--- src/rtl/extint_pkg.sv ---
package extint_pkg;

   typedef enum logic [1:0] {
      SENSE_LOW  = 2'd0,
      SENSE_FALL = 2'd1,
      SENSE_RISE = 2'd2,
      SENSE_BOTH = 2'd3
   } sense_e;

   // Decide whether the observed transition is an event for the given mode.
   function automatic logic edge_hit(sense_e mode, logic rise, logic fall);
      logic hit;
      case (mode)
         SENSE_FALL: hit = fall;
         SENSE_RISE: hit = rise;
         SENSE_BOTH: hit = rise | fall;
         default:    hit = 1'b0;
      endcase
      return hit;
   endfunction

endpackage

--- src/rtl/extint_sync.sv ---
module extint_sync #(
   parameter int WIDTH  = 8,
   parameter int STAGES = 2
) (
   input  logic             clk,
   input  logic             rst_n,
   input  logic [WIDTH-1:0] din,
   output logic [WIDTH-1:0] dout
);

   if (STAGES < 2) begin : g_bad_stages
      $error("extint_sync: STAGES must be at least 2");
   end

   logic [WIDTH-1:0] chain_q [STAGES];

   for (genvar k = 0; k < STAGES; k++) begin : g_stage
      if (k == 0) begin : g_first
         always_ff @(posedge clk or negedge rst_n) begin
            if (!rst_n) chain_q[k] <= '0;
            else        chain_q[k] <= din;
         end
      end else begin : g_next
         always_ff @(posedge clk or negedge rst_n) begin
            if (!rst_n) chain_q[k] <= '0;
            else        chain_q[k] <= chain_q[k-1];
         end
      end
   end

   assign dout = chain_q[STAGES-1];

endmodule

--- src/rtl/extint_chan.sv ---
module extint_chan
   import extint_pkg::*;
(
   input  logic   clk,
   input  logic   rst_n,
   input  logic   sync_in,
   input  sense_e mode,
   input  logic   clr_req,
   output logic   prev_q,
   output logic   status_q
);

   logic rise;
   logic fall;
   logic hit;

   assign rise = sync_in & ~prev_q;
   assign fall = ~sync_in & prev_q;
   assign hit  = edge_hit(mode, rise, fall);

   always_ff @(posedge clk or negedge rst_n) begin
      if (!rst_n) begin
         prev_q   <= 1'b0;
         status_q <= 1'b0;
      end else begin
         prev_q <= sync_in;
         if (mode == SENSE_LOW)
            status_q <= ~sync_in;      // level mode: follow the pin, ignore clears
         else if (hit)
            status_q <= 1'b1;          // event beats a simultaneous clear
         else if (clr_req)
            status_q <= 1'b0;
      end
   end

endmodule

--- src/rtl/extint_regs.sv ---
module extint_regs #(
   parameter int              NUM_PINS   = 8,
   parameter int              ADDR_W     = 8,
   parameter int              DATA_W     = 32,
   parameter logic [ADDR_W-1:0] STATUS_OFS = 'h10,
   parameter logic [ADDR_W-1:0] SENSE_OFS  = 'h14
) (
   input  logic                  clk,
   input  logic                  rst_n,
   input  logic                  reg_valid,
   input  logic                  reg_write,
   input  logic [ADDR_W-1:0]     reg_addr,
   input  logic [DATA_W-1:0]     reg_wdata,
   input  logic [NUM_PINS-1:0]   status_vec,
   output logic [2*NUM_PINS-1:0] sense_q,
   output logic [NUM_PINS-1:0]   clr_vec,
   output logic [DATA_W-1:0]     reg_rdata
);

   localparam int SENSE_W = 2 * NUM_PINS;

   if (SENSE_W > DATA_W) begin : g_bad_width
      $error("extint_regs: mode fields do not fit the data width");
   end
   if (STATUS_OFS == SENSE_OFS) begin : g_bad_map
      $error("extint_regs: register offsets collide");
   end

   logic wr_sense;
   logic wr_status;
   logic rd_en;
   logic [DATA_W-1:0] rd_next;

   assign wr_sense  = reg_valid & reg_write & (reg_addr == SENSE_OFS);
   assign wr_status = reg_valid & reg_write & (reg_addr == STATUS_OFS);
   assign rd_en     = reg_valid & ~reg_write;

   // Zero written to a status bit requests a clear; ones are ignored.
   assign clr_vec = {NUM_PINS{wr_status}} & ~reg_wdata[NUM_PINS-1:0];

   for (genvar n = 0; n < NUM_PINS; n++) begin : g_field
      always_ff @(posedge clk or negedge rst_n) begin
         if (!rst_n)        sense_q[2*n +: 2] <= 2'd0;
         else if (wr_sense) sense_q[2*n +: 2] <= reg_wdata[2*n +: 2];
      end
   end

   always_comb begin
      rd_next = '0;
      if (rd_en) begin
         if (reg_addr == SENSE_OFS)       rd_next[SENSE_W-1:0]  = sense_q;
         else if (reg_addr == STATUS_OFS) rd_next[NUM_PINS-1:0] = status_vec;
      end
   end

   always_ff @(posedge clk or negedge rst_n) begin
      if (!rst_n) reg_rdata <= '0;
      else        reg_rdata <= rd_next;
   end

endmodule

--- src/rtl/extint_sense_bank.sv ---
module extint_sense_bank
   import extint_pkg::*;
#(
   parameter int              NUM_PINS    = 8,
   parameter int              ADDR_W      = 8,
   parameter int              DATA_W      = 32,
   parameter int              SYNC_STAGES = 2,
   parameter logic [ADDR_W-1:0] STATUS_OFS  = 'h10,
   parameter logic [ADDR_W-1:0] SENSE_OFS   = 'h14
) (
   input  logic                clk,
   input  logic                rst_n,
   input  logic [NUM_PINS-1:0] pin_in,
   input  logic                reg_valid,
   input  logic                reg_write,
   input  logic [ADDR_W-1:0]   reg_addr,
   input  logic [DATA_W-1:0]   reg_wdata,
   output logic [DATA_W-1:0]   reg_rdata,
   output logic [NUM_PINS-1:0] irq_req
);

   localparam int SENSE_W = 2 * NUM_PINS;

   if (NUM_PINS < 1) begin : g_bad_pins
      $error("extint_sense_bank: NUM_PINS must be positive");
   end

   logic [NUM_PINS-1:0] sync_q;
   logic [NUM_PINS-1:0] prev_q;
   logic [NUM_PINS-1:0] status_q;
   logic [NUM_PINS-1:0] clr_vec;
   logic [SENSE_W-1:0]  sense_q;

   extint_sync #(
      .WIDTH  (NUM_PINS),
      .STAGES (SYNC_STAGES)
   ) u_sync (
      .clk   (clk),
      .rst_n (rst_n),
      .din   (pin_in),
      .dout  (sync_q)
   );

   extint_regs #(
      .NUM_PINS   (NUM_PINS),
      .ADDR_W     (ADDR_W),
      .DATA_W     (DATA_W),
      .STATUS_OFS (STATUS_OFS),
      .SENSE_OFS  (SENSE_OFS)
   ) u_regs (
      .clk        (clk),
      .rst_n      (rst_n),
      .reg_valid  (reg_valid),
      .reg_write  (reg_write),
      .reg_addr   (reg_addr),
      .reg_wdata  (reg_wdata),
      .status_vec (status_q),
      .sense_q    (sense_q),
      .clr_vec    (clr_vec),
      .reg_rdata  (reg_rdata)
   );

   for (genvar n = 0; n < NUM_PINS; n++) begin : g_chan
      extint_chan u_chan (
         .clk      (clk),
         .rst_n    (rst_n),
         .sync_in  (sync_q[n]),
         .mode     (sense_e'(sense_q[2*n +: 2])),
         .clr_req  (clr_vec[n]),
         .prev_q   (prev_q[n]),
         .status_q (status_q[n])
      );
   end

   assign irq_req = status_q;

endmodule

--- config.mk ---
export PLATFORM = sky130hd
export DESIGN_NAME = extint_sense_bank
export DESIGN_NICKNAME = d
export VERILOG_FILES = /design/src/rtl/extint_pkg.sv /design/src/rtl/extint_sync.sv /design/src/rtl/extint_chan.sv /design/src/rtl/extint_regs.sv /design/src/rtl/extint_sense_bank.sv
export SDC_FILE = /design/constraint.sdc
export NUM_CORES = 1
export LEC_CHECK = 0
export ABC_AREA = 1
export BUFFER_PORTS_ARGS = -buffer_cell sky130_fd_sc_hd__buf_2
export CORE_MARGIN = 4
export CORE_UTILIZATION = 55
export CTS_CLUSTER_DIAMETER = 60
export DETAILED_ROUTE_END_ITERATION = 7
export GPL_ROUTABILITY_DRIVEN = 0
export PLACE_DENSITY_LB_ADDON = 0.1
export REMOVE_ABC_BUFFERS = 1
export SYNTH_ARGS = -nofsm -noshare
export SYNTH_HDL_FRONTEND = slang
export SYNTH_SLANG_ARGS = --single-unit
--- constraint.sdc ---
create_clock -name clk -period 1.54 [get_ports clk]
set_input_delay 0.077 -clock clk [delete_from_list [all_inputs] [get_ports clk]]
set_output_delay 0.077 -clock clk [all_outputs]
set_load 0.005 [all_outputs]
# Word level (Yosys, flattened, before mapping)
# Cells that the tools add are included.
# totals
register_bits	64
in_bits	52
out_inout_bits	40
# op_classes
n_eq_ne	26
muxes	36
bitwise_logic	47
reduce_logical	16
# ops
op	n
2-bit == test, second input constant	16
1-bit two-way mux	24
8-bit two-way mux	3
1-bit case mux with 3 select lines	8
3-bit nonzero test	8
1-bit AND	20
1-bit NOT	17
2-bit by 1-bit == test with 1-bit output, second input constant	8
8-bit by 5-bit == test with 1-bit output, second input constant	2
2-bit logical NOT	8
16-bit two-way mux	1
8-bit AND	1
8-bit NOT	1
1-bit bitwise OR	8

# Longest topological paths before layout
# depth
word_depth	6
mapped_depth	9

# By module
# From an unflattened synthesis, not the netlist that was laid out.
# hier_totals
cells_unflattened	354
hier_area_um2	3231.8
# modules_own_cells
module	n_inst	cells_per_inst	area_per_inst_um2	seq_area_each_um2
extint_regs	1	178	1660.3	800.8
extint_chan	8	19	138.9	50.0
extint_sync	1	24	460.4	400.4

# Least setup slack after synthesis
# OpenSTA, ideal clock, no wires.
# synth_timing
path_kind	reg2reg
from	register g_chan[3].u_chan.prev_q
to	register g_chan[3].u_chan.status_q
setup_time_ns	0.077
arrival_ns	0.969
required_ns	1.463
setup_slack_ns	0.493
path_stages_with_launch	6
path_buffers	0
period_less_slack_ns	1.047
cell_sequence	dfrtp_1 -> inv_1 -> ha_1 -> o21ai_0 -> o21ai_0 -> a21oi_1
# synth_via
elab_chain_cells	6
elab_cells_between_ends	8
classes_between	mux (3); bitwise (4); reduce/logical (1)
# synth_lines
item	line	text
start, declared	extint_chan.sv:9	output logic prev_q,
start signal, assigned	extint_chan.sv:26	prev_q <= sync_in;
1-bit NOT	extint_chan.sv:17	assign rise = sync_in & ~prev_q;
1-bit AND	extint_chan.sv:17	
1-bit bitwise OR	extint_pkg.sv:16	SENSE_BOTH: hit = rise | fall;
1-bit case mux with 3 select lines *	extint_pkg.sv:13	case (mode)
1-bit two-way mux	extint_chan.sv:29	else if (hit)
1-bit two-way mux	extint_chan.sv:27	if (mode == SENSE_LOW)
end signal, assigned	extint_chan.sv:28	status_q <= ~sync_in;
end, declared	extint_chan.sv:10	output logic status_q
# Every way passes the cells marked *; elsewhere a longest branch is shown, timed or not.
# A chain may end at the register's enable or synchronous reset.

# Final worst setup path
# layout_timing
from	register g_chan[2].u_chan.prev_q
to	register g_chan[2].u_chan.status_q
# layout_via
elab_chain_cells	6
elab_cells_between_ends	8
classes_between	mux (3); bitwise (4); reduce/logical (1)
# layout_lines
item	line
start, declared	extint_chan.sv:9
start signal, assigned	extint_chan.sv:26
1-bit NOT	extint_chan.sv:17
1-bit AND	extint_chan.sv:17
1-bit bitwise OR	extint_pkg.sv:16
1-bit case mux with 3 select lines *	extint_pkg.sv:13
1-bit two-way mux	extint_chan.sv:29
1-bit two-way mux	extint_chan.sv:27
end signal, assigned	extint_chan.sv:28
end, declared	extint_chan.sv:10
# Marked as above.

==> impl_metrics.csv <==
group,metric,value,unit
setup_path,timing.rr.start,"g_chan[2].u_chan.prev_q",
die,die_y,81.5,um
drt,via_count,2206,
power,switching_share,22.8,%
global_routing,gr-usage-all-layers,19.3,%
power,p_int,2.70,mW
setup_path,crit_fanout,2,
sta,fin_ws,344,ps
global_routing,grt_overflow_total,0,
sta,setup_tns,0,ps
drt,vias_per_cell,4.85,
drt,drc,0,
sta,holdWs,214,ps
power,fin_total_pwr,3.50,mW
layout,nets,448,
power,power_density,954,nW/um^2
sta,finClkSkew,11.3,ps
layout,antenna_cells,0,
setup_path,required,1800,ps
worst_hold_path,hold_depth,6,
yosys,synth-compound-area-share,11.2,%
power,ir_drop,0.000874,V
clock_network,cts-root-buf,"clkbuf_8",
power,clkPwrFrac,41.1,%
die,start_util,57.4,%
yosys,yosysWarnings,0,
drt,wl_per_cell,12.6,um
sta,setup_viol,0,
clock_network,clock_latency,340,ps
worst_hold_path,min_path_type,"primary input to flop",
layout,mostFrequentLayoutCells,"dfrtp_1 (64), buf_2 (59), inv_1 (44)",
layout,final_area,3660,um^2
die,io_pins,92,
setup_path,rrSetupSlack,340,ps
clock_network,path_clk_slew,70,ps
sta,period_share,77.7,%
sta,hold_violations,0,
die,coreArea,5170,um^2
die,dieArea,6640,um^2
yosys,synth_xor_area_share,0,%
global_routing,grt_pass1_vias,2139,
placed_design,place_inst,414,
clock_network,cts.path.max_buffers,2,
clock_network,ctsResizeCount,0,
power,p_comb_share,8.3,%
sta,fmax,0.836,GHz
drt,wirelength,5.74,mm
layout,drive_gt1_share,26.0,%
clock_network,cts.sinks,64,
yosys,yosysUniqueCellTypes,24,
die,num_rows,26,
sta,period_needed,1200,ps
yosys,synth_simple_gate_area_share,13.8,%
sta,slew_violations,0,
power,p_sw,798,uW
clock_network,cts_buffers,9,
global_routing,antenna_found_initial,0,
setup_path,worstPathArrival,1460,ps
run_status,outcome,"finished, final reports clean",
yosys,yosysSeqAreaShare,53.9,%
clock_network,cts_tree,"yes",
sta,tightest_slew,650,ps
yosys,avgSynthCellArea,10.0,um^2
placed_design,dpl.hpwl,3.80,mm
yosys,synthMuxAreaShare,0,%
global_routing,grt_max_degree,65,
sta,slew_headroom,56.5,%
yosys,synth_top_family_by_area,"buffers and inverters",
layout,area_growth,23.4,%
setup_path,r2r-end,"g_chan[2].u_chan.status_q",
setup_path,reg2reg_depth,5,
worst_hold_path,holdPathEnd,"u_regs.reg_rdata[5]",
die,die_w,81.5,um
drt,ant_nets,0,
setup_path,critPathKind,"flop to flop",
drt,drt_iter0_markers,131,
layout,layout_commonest_cell,"dfrtp_1",
global_routing,grt_pass1_wl,9.49,mm
layout,layoutNonFillerInstCount,455,
power,p_leak,1.89,nW
placed_design,place_ws,212,ps
sta,rsz0062_at_grt,"false",
yosys,synthesis.instances,296,
yosys,syn-cell-area,2970,um^2
placed_design,place_area,3210,um^2
placed_design,port-buffer-count,59,
setup_path,endpoint_kind,"flop",
layout,final_util,70.8,%
setup_path,critPathLaunchType,"flop",
worst_hold_path,worstHoldStart,"reg_addr[0]",
drt,dr.pass1.iters,4,
power,seq_power_share,50.6,%
yosys,ys_ff_latch,64,
job,drv_cap,0,
yosys,yosys.area_share.adder,6.74,%
clock_network,htreeDepth,3,
critical path, stage by stage, from the launching register on:
cell and delay [ps]:
dfrtp_1 360, inv_1 50, ha_1 270, o21ai_0 160, o21ai_0 130, a21oi_1 160
layer usage:
| layer | global-route usage, % | vias up | share of wire [%] |
|---|---|---|---|
| li1 | - | 1073 | - |
| met1 | 23.6 | 1040 | 42 |
| met2 | 31.4 | 81 | 48 |
| met3 | 3.95 | 12 | 7.8 |
| met4 | 11.7 | 0 | 2.4 |
| met5 | 0 | - | 0 |
Yosys cell counts:
master / number / area (um^2)
dfrtp_1: 64 / 1600
inv_1: 44 / 165
nand2_1: 40 / 150
buf_4: 25 / 188
a21oi_1: 24 / 120
o21ai_0: 17 / 85.1
ha_1: 16 / 200
nand3_1: 16 / 80.1
nor3_1: 16 / 80.1
o21ai_2: 14 / 123
nand2_2: 4 / 25.0
nor2_1: 3 / 11.3
buf_6: 2 / 22.5
and3_1: 1 / 6.26
buf_12: 1 / 20.0
buf_8: 1 / 15.0
clkbuf_1: 1 / 3.75
conb_1: 1 / 3.75
inv_4: 1 / 6.26
nand2_8: 1 / 20.0
nor2_2: 1 / 6.26
nor2_4: 1 / 11.3
nor2_8: 1 / 20.0
o21ai_1: 1 / 5.00
state kept, by name (all words and copies together), names as in the netlist:
name,cells
g_chan.u_chan.status_q,8
u_sync.dout,8
u_regs.sense_q,16
u_sync.chain_q,8
g_chan.u_chan.prev_q,8
u_regs.reg_rdata,16
logic make-up (layout without fill, tap and decap cells):
family / Yosys count / in the layout
fa+ha+maj: 16 / 16
buf+inv: 75 / 149
compound gates: 56 / 56
simple gates: 84 / 84
other cells: 1 / 16
flops: 64 / 64
power groups by stage:
| stage | Combinational (mW) | Sequential (mW) | Clock [mW] |
|---|---|---|---|
| 2_1_floorplan | 0.123 | 1.79 | 0 |
| 3_3_place_gp | 0.235 | 1.80 | 0 |
| 3_5_place_dp | 0.245 | 1.80 | 0 |
| 4_1_cts | 0.295 | 1.77 | 1.47 |
| 5_1_grt | 0.340 | 1.78 | 1.54 |
| 6_report | 0.291 | 1.77 | 1.44 |
what timing repair did:
item | in CTS | in global routing
hold buffers | 25 | 0
hold endpoints to repair | 88 | 0
setup buffers | 0 | 0
endpoints found under the setup margin | 0 | 0
layout make-up:
class	count	area (um^2)
clock buffer	13	159
sequential	64	1600
tap	70	87.6
timing repair buffer	88	601
fill	417	1510
clock inverter	3	40.0
multi-input combinational	172	1000
inverter	45	171
worst max-delay path by stage:
stage / from / endpoint / slack, ps
floorplan: reg_addr[1] / u_regs.sense_q[3] / 260
global route: g_chan[3].u_chan.prev_q / g_chan[3].u_chan.status_q / 250
CTS: u_sync.dout[1] / g_chan[1].u_chan.status_q / 340
global placement: reg_addr[1] / u_regs.sense_q[9] / 260
finish: g_chan[2].u_chan.prev_q / g_chan[2].u_chan.status_q / 340
detailed placement: reg_addr[1] / u_regs.sense_q[2] / 210
Note: power is estimated with default switching activity, not from simulation.
